File: config.mk
export PLATFORM = sky130hd
export DESIGN_NAME = txq_halt_ctrl
export DESIGN_NICKNAME = d
export VERILOG_FILES = /design/src/rtl/txq_halt_pkg.sv /design/src/rtl/txq_inflight_cnt.sv /design/src/rtl/txq_ctl_bits.sv /design/src/rtl/txq_launch_gate.sv /design/src/rtl/txq_halt_ctrl.sv
export SDC_FILE = /design/constraint.sdc
export NUM_CORES = 1
export LEC_CHECK = 0
export BUFFER_PORTS_ARGS = -buffer_cell sky130_fd_sc_hd__buf_2
export CAP_MARGIN = 20
export CORE_AREA = 10 10 47 49
export CTS_BUF_LIST = sky130_fd_sc_hd__clkbuf_8 sky130_fd_sc_hd__clkbuf_16
export DETAILED_ROUTE_END_ITERATION = 10
export DIE_AREA = 0 0 57 59
export PLACE_DENSITY = 0.33
export SLEW_MARGIN = 0
export SYNTH_ARGS = -nofsm -noshare
export SYNTH_HDL_FRONTEND = slang
export SYNTH_SLANG_ARGS = --single-unit
File: constraint.sdc
create_clock -name clk -period 1.2 [get_ports clk]
set_clock_uncertainty 0.15 [all_clocks]
set_input_delay 0.12 -clock clk [delete_from_list [all_inputs] [get_ports clk]]
set_output_delay 0.12 -clock clk [all_outputs]
set_load 0.01 [all_outputs]
File: src/rtl/txq_halt_pkg.sv
// Package txq_halt_pkg
// Holds the types shared by the run/stop controller and its sub-blocks.
// Assumes nothing beyond a single clock domain.
package txq_halt_pkg;

    // Packed view of the two host-visible control bits.
    typedef struct packed {
        logic on;
        logic stop;
    } txq_ctl_t;

    // Control value that reset puts in place.
    localparam txq_ctl_t TXQ_CTL_RESET = '{on: 1'b0, stop: 1'b0};

endpackage

File: src/rtl/txq_inflight_cnt.sv
// Module txq_inflight_cnt
// Keeps a count of frames that have started but whose status is not yet written.
// Assumes the caller never raises inc while the count is full.
// A dec while the count is empty is dropped.
module txq_inflight_cnt #(
    parameter int MAX_INFLIGHT = 1,
    localparam int CNT_W = $clog2(MAX_INFLIGHT + 1)
) (
    input  logic             clk,
    input  logic             rst_n,
    input  logic             inc,
    input  logic             dec,
    output logic [CNT_W-1:0] cnt,
    output logic             empty,
    output logic             full
);

    localparam logic [CNT_W-1:0] CNT_MAX = CNT_W'(MAX_INFLIGHT);
    localparam logic [CNT_W-1:0] CNT_ONE = CNT_W'(1);

    logic [CNT_W-1:0] cnt_q;
    logic [CNT_W-1:0] cnt_d;
    logic             take_inc;
    logic             take_dec;

    // Status flags derived from the current count.
    always_comb begin
        empty = (cnt_q == '0);
        full  = (cnt_q == CNT_MAX);
    end

    // Next count: launches add one, status writes take one away.
    always_comb begin
        take_inc = inc & ~full;
        take_dec = dec & ~empty;
        unique case ({take_inc, take_dec})
            2'b10:   cnt_d = cnt_q + CNT_ONE;
            2'b01:   cnt_d = cnt_q - CNT_ONE;
            default: cnt_d = cnt_q;
        endcase
    end

    // Count register.
    always_ff @(posedge clk) begin
        if (!rst_n) begin
            cnt_q <= '0;
        end else begin
            cnt_q <= cnt_d;
        end
    end

    assign cnt = cnt_q;

endmodule

File: src/rtl/txq_ctl_bits.sv
// Module txq_ctl_bits
// Holds the enable and stop bits and produces the one-cycle stop interrupt.
// Assumes drained is high exactly when no frame is in flight.
// The stop completes in the cycle where the stop bit is set and drained is high.
// When it completes, a simultaneous enable write wins over the hardware clear,
// and a simultaneous stop write is absorbed.
module txq_ctl_bits
    import txq_halt_pkg::*;
(
    input  logic     clk,
    input  logic     rst_n,
    input  logic     on_set,
    input  logic     stop_set,
    input  logic     drained,
    output txq_ctl_t ctl,
    output logic     irq
);

    txq_ctl_t ctl_q;
    txq_ctl_t ctl_d;
    logic     irq_q;
    logic     finish;

    // Completion test: a stop is pending and nothing is left in flight.
    always_comb begin
        finish = ctl_q.stop & drained;
    end

    // Next value of each control bit.
    always_comb begin
        ctl_d = ctl_q;
        if (finish) begin
            ctl_d.stop = 1'b0;
            ctl_d.on   = 1'b0;
        end else if (stop_set) begin
            ctl_d.stop = 1'b1;
        end
        if (on_set) begin
            ctl_d.on = 1'b1;
        end
    end

    // Control and interrupt registers.
    always_ff @(posedge clk) begin
        if (!rst_n) begin
            ctl_q <= TXQ_CTL_RESET;
            irq_q <= 1'b0;
        end else begin
            ctl_q <= ctl_d;
            irq_q <= finish;
        end
    end

    assign ctl = ctl_q;
    assign irq = irq_q;

endmodule

File: src/rtl/txq_launch_gate.sv
// Module txq_launch_gate
// Decides whether a waiting frame may launch in this cycle.
// Assumes the ctl bits and the full flag are register outputs.
// The result depends on sof_ready in the same cycle.
module txq_launch_gate
    import txq_halt_pkg::*;
(
    input  txq_ctl_t ctl,
    input  logic     sof_ready,
    input  logic     full,
    output logic     launch
);

    // A launch needs the enable bit set, no stop pending, a waiting frame and a free slot.
    always_comb begin
        launch = ctl.on & ~ctl.stop & sof_ready & ~full;
    end

endmodule

File: src/rtl/txq_halt_ctrl.sv
// Module txq_halt_ctrl
// Run/stop control for a frame transmitter. It launches waiting frames while
// enabled. On a stop request it lets started frames finish, then clears both
// control bits and pulses stop_irq for one cycle.
// Assumes status_wr arrives once for each frame started and never before it.
module txq_halt_ctrl
    import txq_halt_pkg::*;
#(
    parameter int MAX_INFLIGHT = 1,
    localparam int CNT_W = $clog2(MAX_INFLIGHT + 1)
) (
    input  logic             clk,
    input  logic             rst_n,
    input  logic             host_on_set,
    input  logic             host_stop_set,
    input  logic             sof_ready,
    input  logic             status_wr,
    output logic             frame_start,
    output logic             tx_on,
    output logic             tx_stop,
    output logic             stop_irq,
    output logic [CNT_W-1:0] inflight
);

    txq_ctl_t         ctl;
    logic             cnt_empty;
    logic             cnt_full;
    logic             launch;
    logic [CNT_W-1:0] cnt;

    // Counter of frames that have started but have no status yet.
    txq_inflight_cnt #(
        .MAX_INFLIGHT(MAX_INFLIGHT)
    ) u_cnt (
        .clk   (clk),
        .rst_n (rst_n),
        .inc   (launch),
        .dec   (status_wr),
        .cnt   (cnt),
        .empty (cnt_empty),
        .full  (cnt_full)
    );

    // Control bits and stop interrupt.
    txq_ctl_bits u_bits (
        .clk      (clk),
        .rst_n    (rst_n),
        .on_set   (host_on_set),
        .stop_set (host_stop_set),
        .drained  (cnt_empty),
        .ctl      (ctl),
        .irq      (stop_irq)
    );

    // Launch decision.
    txq_launch_gate u_gate (
        .ctl       (ctl),
        .sof_ready (sof_ready),
        .full      (cnt_full),
        .launch    (launch)
    );

    assign frame_start = launch;
    assign tx_on       = ctl.on;
    assign tx_stop     = ctl.stop;
    assign inflight    = cnt;

endmodule

==> out/results.ini, run 1 <==
[place]
dp_hpwl_um = 363
dpl.cell_count = 41
postPlaceCellArea_um2 = 211
gp_congestion = 0.680
numPortBuffers = 10

[hold_path]
hold-path-cell-count = 3
hold_start = rst_n
min_to = u_bits.ctl[1]
hold_class = primary input to flip-flop

[setup_path]
worstSetupStartpointType = flip-flop
critPathCaptureType = primary output
worstPathArrival_ps = 930
r2r_cells = 4
critPathRequiredTime_ps = 930
cp_slowest_cell = dfxtp_2
worstPathCellList = and4bb_1 > buf_2
r2r-end = u_cnt.cnt
path_class = flip-flop to primary output
critical-path-top-delay-family = flip-flops
r2r_slack_ps = 120
max_stage_delay_ps = 310
worstPathMaxFanout = 2
r2r-start = u_bits.ctl[0]
path_buf_inv = 1

[power_and_ir_drop]
power_density_nw_per_um2 = 1610
ir_drop_v = 0.000751
leakage_nw = 0.154

[finish]
syn2layout_area_growth_pct = 111
final_cell_mix = 10 x buf_2, 4 x nor2_1, 3 x clkbuf_8, 3 x buf_4
postLayoutCoreUtil_pct = 21.3
fin_cells = 49
final_common_cell = buf_2
final_cell_area_um2 = 298
drive_gt1_share_pct = 54.5
diodes = 0
fin_nets = 41

[clock_tree]
htreeDepth = 1
clkSinkCount = 4
cts_tree = built
cts_max_path_buffers = 2
cts_buffers = 3
clock_latency_ps = 210
root_buffer = clkbuf_8
cts.clk_slew.worst_paths_ps = 30

[synthesis]
yosysUniqueCellTypes = 8
syn-cell-area_um2 = 141
syn_nets = 21
postSynthAreaPerCell_um2 = 9.43
yosysWarnings = 0
ys_ff_latch = 4
yosys.area.top_type = dfxtp_1
netlist_instances = 15
yosysSeqAreaShare_pct = 56.6
synth_area_leaders = dfxtp_1 57%, nor2_1 11%, and4bb_1 8.8%
synth_top_area_share_pct = 56.6

[sta]
drv_slew = 0
hold_viol_final = 0
rsz0062_at_grt = yes
whs_ps = 25.6
fmax_ghz = 0.833
max-slew-margin-rel_pct = 91.6
setup_ws_ps = -1.12
period_share_pct = 100
setup_viol = 1
tns_ps = -1.12
worst_slew_pin_slew_ps = 122
fin_crit_ps = 1200

[global_routing]
grt_pass1_vias = 187
gr-total-overflow = 0
grt_usage_pct = 3.19
grt_max_degree = 5
antenna_found_initial = 0
grt_first_pass_wirelength_um = 752

[detailed_routing]
drc_errors = 0
firstDrtPassIters = 2
ant_nets = 0
avgViaCountPerCell = 3.55
drt_iter0_markers = 1
via_count = 174
totalWireLength_um = 498
routedWlPerCell_um = 10.2

[floorplan]
start_util_pct = 10.1
rows = 14
die-area_um2 = 3360
die_w_um = 57
fp.dieH_um = 59
ios = 11
core_um2 = 1400

[run]
drv_cap = 0

[run_status]
status = finished with violations
violations = negative setup slack

routing by layer:
metal,part of all wire [%],GRT usage (%),vias up
li1,-,-,85
met1,51,3.31,76
met2,29,3.10,13
met3,19,4.94,0
met4,0,1.01,0
met5,0,0,-
where the power goes:
group / internal [W] / total (W) / switching (W)
clock network: 0.000214 / 0.000280 / 0.0000660
registers: 0.000142 / 0.000147 / 0.00000422
logic: 0.0000298 / 0.0000528 / 0.0000230
registers in the layout, summed over array words and instances, names as in the netlist:
| register | count |
|---|---|
| u_bits.ctl | 2 |
| u_bits.irq | 1 |
| u_cnt.cnt | 1 |
cell usage after synthesis (all sizes together):
library cell	n
a21oi	2
and4bb	1
clkinv	1
dfxtp	4
inv	1
mux2i	1
nand2b	1
nor2	4
per-stage QoR:
step,total power [W],setup slack (ps)
final,0.000479,-1.12
after floorplan,0.000167,117
after detailed placement,0.000187,161
after CTS,0.000485,-9.72
after global placement,0.000186,202
after global routing,0.000501,-31.9
worst max path at each step:
stage                        startpoint     endpoint  slack, ps  cells past startpoint
final                     u_bits.ctl[0]  frame_start         -1                      2
after global routing      u_bits.ctl[0]  frame_start        -30                      2
after CTS                 u_bits.ctl[0]  frame_start        -10                      2
after detailed placement      u_cnt.cnt    u_cnt.cnt        160                      3
after global placement        u_cnt.cnt  frame_start        200                      2
after floorplan               u_cnt.cnt    u_cnt.cnt        120                      3
worst reg2reg max path, cell delays in order (launching register included):
cell,delay (ps)
dfxtp_2,320
and4bb_1,220
buf_4,130
a21oi_1,110
nor2_1,50
cells by family after synthesis:
group / count (synthesis) / synth area share [%]
mux: 1 / 7.08
flops: 4 / 56.6
buf+inv: 2 / 5.30
simple gates: 6 / 23.9
compound gates: 2 / 7.08
what timing repair did:
item / 4_1_cts / 5_1_grt
pin swaps: 1 / 1
gates cloned: 0 / 0
setup buffers: 2 / 1
setup endpoints to repair: 1 / 1
gates resized for setup: 2 / 0
hold endpoints to repair: 2 / 0
hold buffers: 2 / 0
final cells by class:
class | instances | area (um^2)
Tap cell | 16 | 20.0
Sequential cell | 4 | 82.6
Clock buffer | 3 | 41.3
Timing Repair Buffer | 15 | 92.6
Multi-Input combinational cell | 9 | 53.8
Fill cell | 162 | 1100
Inverter | 2 | 7.51
No activity file was read; power rests on OpenSTA's default activity.
==> run 2: changes to the inputs <==
--- a/config.mk
+++ b/config.mk
@@ -5,14 +5,14 @@
 export SDC_FILE = /design/constraint.sdc
 export NUM_CORES = 1
 export LEC_CHECK = 0
+export ABC_AREA = 1
 export BUFFER_PORTS_ARGS = -buffer_cell sky130_fd_sc_hd__buf_2
 export CAP_MARGIN = 20
 export CORE_AREA = 10 10 47 49
 export CTS_BUF_LIST = sky130_fd_sc_hd__clkbuf_8 sky130_fd_sc_hd__clkbuf_16
 export DETAILED_ROUTE_END_ITERATION = 10
 export DIE_AREA = 0 0 57 59
-export PLACE_DENSITY = 0.33
-export SLEW_MARGIN = 0
+export PLACE_DENSITY = 0.35
 export SYNTH_ARGS = -nofsm -noshare
 export SYNTH_HDL_FRONTEND = slang
 export SYNTH_SLANG_ARGS = --single-unit
==> constraint.sdc (replaced) <==
create_clock -name clk -period 1.2 [get_ports clk]
set_clock_uncertainty 0.15 [all_clocks]
set_input_delay 0.12 -clock clk [delete_from_list [all_inputs] [get_ports clk]]
set_output_delay 0.12 -clock clk [all_outputs]
set_load 0.05 [all_outputs]
==> run 2 against run 1 <==
- the flow still finishes with violations (negative setup slack)
- largest power group unchanged
- register-to-register slack better by 100 ps
- utilization increased by 4.0 points
- worst setup slack worse by 17 ps
==> out/results.ini, run 2 <==
[sta]
setup_viol = 1  ; unchanged
drv_slew = 0  ; unchanged
max-slew-margin-rel_pct = 83.1  ; was 91.6%
rsz0062_at_grt = yes  ; unchanged
period_share_pct = 101  ; was 100%
whs_ps = 9.23  ; was 25.6 ps
worst_slew_pin_slew_ps = 256  ; was 122 ps
setup_ws_ps = -17.8  ; was -1.12 ps
fin_crit_ps = 1220  ; was 1200 ps
fmax_ghz = 0.821  ; was 0.833 GHz
hold_viol_final = 0  ; unchanged

[clock_tree]
cts.clk_slew.worst_paths_ps = 40  ; was 30 ps
clkSinkCount = 4  ; unchanged
root_buffer = clkbuf_8  ; unchanged
clock_latency_ps = 220  ; was 210 ps
cts_max_path_buffers = 2  ; unchanged
htreeDepth = 1  ; unchanged
cts_tree = built  ; unchanged
cts_buffers = 3  ; unchanged

[synthesis]
postSynth.asyncResetShare_pct = 0  ; unchanged
yosysWarnings = 0  ; unchanged
netlist_instances = 21  ; was 15
synth_edf_count = 0  ; unchanged
synth_top_area_share_pct = 49.6  ; was 56.6%
synth_area_leaders = dfxtp_1 50%, inv_1 14%, a21oi_2 11%  ; was dfxtp_1 57%, nor2_1 11%, and4bb_1 8.8%
postSynthAreaPerCell_um2 = 7.69  ; was 9.43 um^2
synthTopCellsByCount = 6 x inv_1, 4 x dfxtp_1, 3 x nand2_1  ; was 4 x dfxtp_1, 4 x nor2_1, 2 x a21oi_1
ys_ff_latch = 4  ; unchanged
synth.most_common_cell = inv_1
yosysUniqueCellTypes = 8  ; unchanged
synth-main-ff-cell = dfxtp_1  ; unchanged
yosysSeqAreaShare_pct = 49.6  ; was 56.6%
syn_nets = 27  ; was 21
yosys.area.top_type = dfxtp_1  ; unchanged
syn-cell-area_um2 = 161  ; was 141 um^2

[floorplan]
die_w_um = 57  ; unchanged
start_util_pct = 11.5  ; was 10.1%
die-area_um2 = 3360  ; unchanged
fp.dieH_um = 59  ; unchanged
ios = 11  ; unchanged
core_um2 = 1400  ; unchanged
rows = 14  ; unchanged

[power_and_ir_drop]
p_int_w = 0.000400  ; was 0.000386 W
seq_power_share_pct = 27.6  ; was 30.6%
power_density_nw_per_um2 = 1540  ; was 1610 nW/um^2
switching_share_pct = 26.5  ; was 19.5%
power_switching_w = 0.000145  ; was 0.0000932 W
ir_drop_v = 0.000707  ; was 0.000751 V
leakage_nw = 0.177  ; was 0.154 nW
pwr-share-comb_pct = 18.9  ; was 11.0%
power.share.clock_pct = 53.5  ; was 58.4%

[global_routing]
grt_first_pass_wirelength_um = 931  ; was 752 um
grt_max_degree = 6  ; was 5
grt_pass1_vias = 234  ; was 187
gr-total-overflow = 0  ; unchanged
antenna_found_initial = 0  ; unchanged
grt_usage_pct = 3.71  ; was 3.19%

[setup_path]
critical-path-top-delay-family = flip-flops  ; unchanged
worstPathMaxFanout = 2  ; unchanged
max_stage_delay_ps = 340  ; was 310 ps
worstPathArrival_ps = 950  ; was 930 ps
path_buf_inv = 2  ; was 1
cp_slowest_cell = dfxtp_4  ; was dfxtp_2
path_class = flip-flop to primary output  ; unchanged
critPathCaptureType = primary output  ; unchanged
worstPathCellList = nor2_4 > nand2_2 > clkinvlp_4 > buf_8  ; was and4bb_1 > buf_2
critPathRequiredTime_ps = 930  ; about the same
r2r_slack_ps = 220  ; was 120 ps
worstSetupStartpointType = flip-flop  ; unchanged

[place]
gp_congestion = 0.641  ; was 0.680
dp_slack_ps = 44.8  ; was 161 ps
numPortBuffers = 10  ; unchanged
postPlaceCellArea_um2 = 251  ; was 211 um^2
dpl.cell_count = 48  ; was 41
dp_hpwl_um = 392  ; was 363 um

[finish]
syn2layout_area_growth_pct = 119  ; was 111%
fin_cells = 56  ; was 49
fin_nets = 47  ; was 41
drive_gt1_share_pct = 65.0  ; was 54.5%
final_cell_area_um2 = 354  ; was 298 um^2
fillers = 169  ; was 162
diodes = 0  ; unchanged
final_cell_mix = 8 x buf_2, 6 x inv_1, 3 x nand2_2, 3 x clkbuf_8, 3 x buf_4  ; was 10 x buf_2, 4 x nor2_1, 3 x clkbuf_8, 3 x buf_4
final_common_cell = buf_2  ; unchanged
largest_reg_flops = 2  ; unchanged

[run_status]
violations = negative setup slack  ; unchanged
status = finished with violations  ; unchanged

[detailed_routing]
drc_errors = 0  ; unchanged
drt_iter0_markers = 0  ; was 1
ant_nets = 0  ; unchanged
via_count = 186  ; was 174
avgViaCountPerCell = 3.32  ; was 3.55
routedWlPerCell_um = 8.98  ; was 10.2 um
firstDrtPassIters = 1  ; was 2
totalWireLength_um = 503  ; was 498 um

[hold_path]
hold_class = primary input to flip-flop  ; unchanged

[run]
drv_cap = 0  ; unchanged

run 2: path summary, 6_finish.rpt:
check	from	to	depth (start not counted)
worst max-delay path	u_cnt.cnt	frame_start	4
worst min-delay path	status_wr	u_cnt.cnt	4
worst min register to register	u_bits.ctl[0]	u_bits.ctl[0]	1
worst max register to register	u_cnt.cnt	u_bits.ctl[1]	5
run 2: through the flow:
step	util, %	TNS, ps	power (W)
finish	25.3	-17.8	0.000545
global route	25.3	-70.5	0.000586
CTS	24.4	-60.9	0.000549
detailed placement	17.9	0	0.000236
global placement	17.9	0	0.000237
floorplan	-	0	0.000210
run 2: area by class of cell:
| class | instances | area (um^2) | area share [%] |
|---|---|---|---|
| clock buffer | 3 | 41.3 | 11.7 |
| clock inverter | 1 | 3.75 | 1.06 |
| inverter | 6 | 26.3 | 7.42 |
| multi-input combinational | 11 | 68.8 | 19.4 |
| sequential | 4 | 88.8 | 25.1 |
| tap | 16 | 20.0 | 5.65 |
| timing repair buffer | 15 | 105 | 29.7 |
run 2: power by group through the flow:
stage	logic [W]	clock network, W	registers [W]
after global placement	0.0000857	0	0.000151
final	0.000103	0.000291	0.000150
after global routing	0.000113	0.000321	0.000152
after floorplan	0.0000281	0	0.000182
after CTS	0.000100	0.000301	0.000148
after detailed placement	0.0000852	0	0.000151
run 2: timing repair:
action	4_1_cts	5_1_grt
pin swaps	2	1
hold buffers	2	0
hold endpoints to repair	2	0
buffers inserted	2	0
endpoints found under the setup margin	1	2
resized for setup	3	4
cloned	0	0
run 2: routing by layer:
| layer | vias up | share of wire [%] | global-route usage [%] |
|---|---|---|---|
| li1 | 98 | - | - |
| met1 | 83 | 39 | 3.30 |
| met2 | 5 | 55 | 5.74 |
| met3 | 0 | 5.8 | 3.22 |
| met4 | 0 | 0 | 2.01 |
| met5 | - | 0 | 0 |
run 2: kinds of logic (layout without fill, tap and decap cells):
kind of cell	count (synthesis)	in the layout	share of synthesized area (%)
DFF	4	4	49.6
buffers and inverters	6	25	14.0
and+or+nand+nor	7	7	19.4
AOI/OAI and AO/OA	4	4	17.1
run 2: worst register-to-register path, stage by stage (launching register included):
cell     delay (ps)
dfxtp_4         340
buf_4           140
inv_1            80
nand2_2          60
nand2_2          60
a21oi_2          40
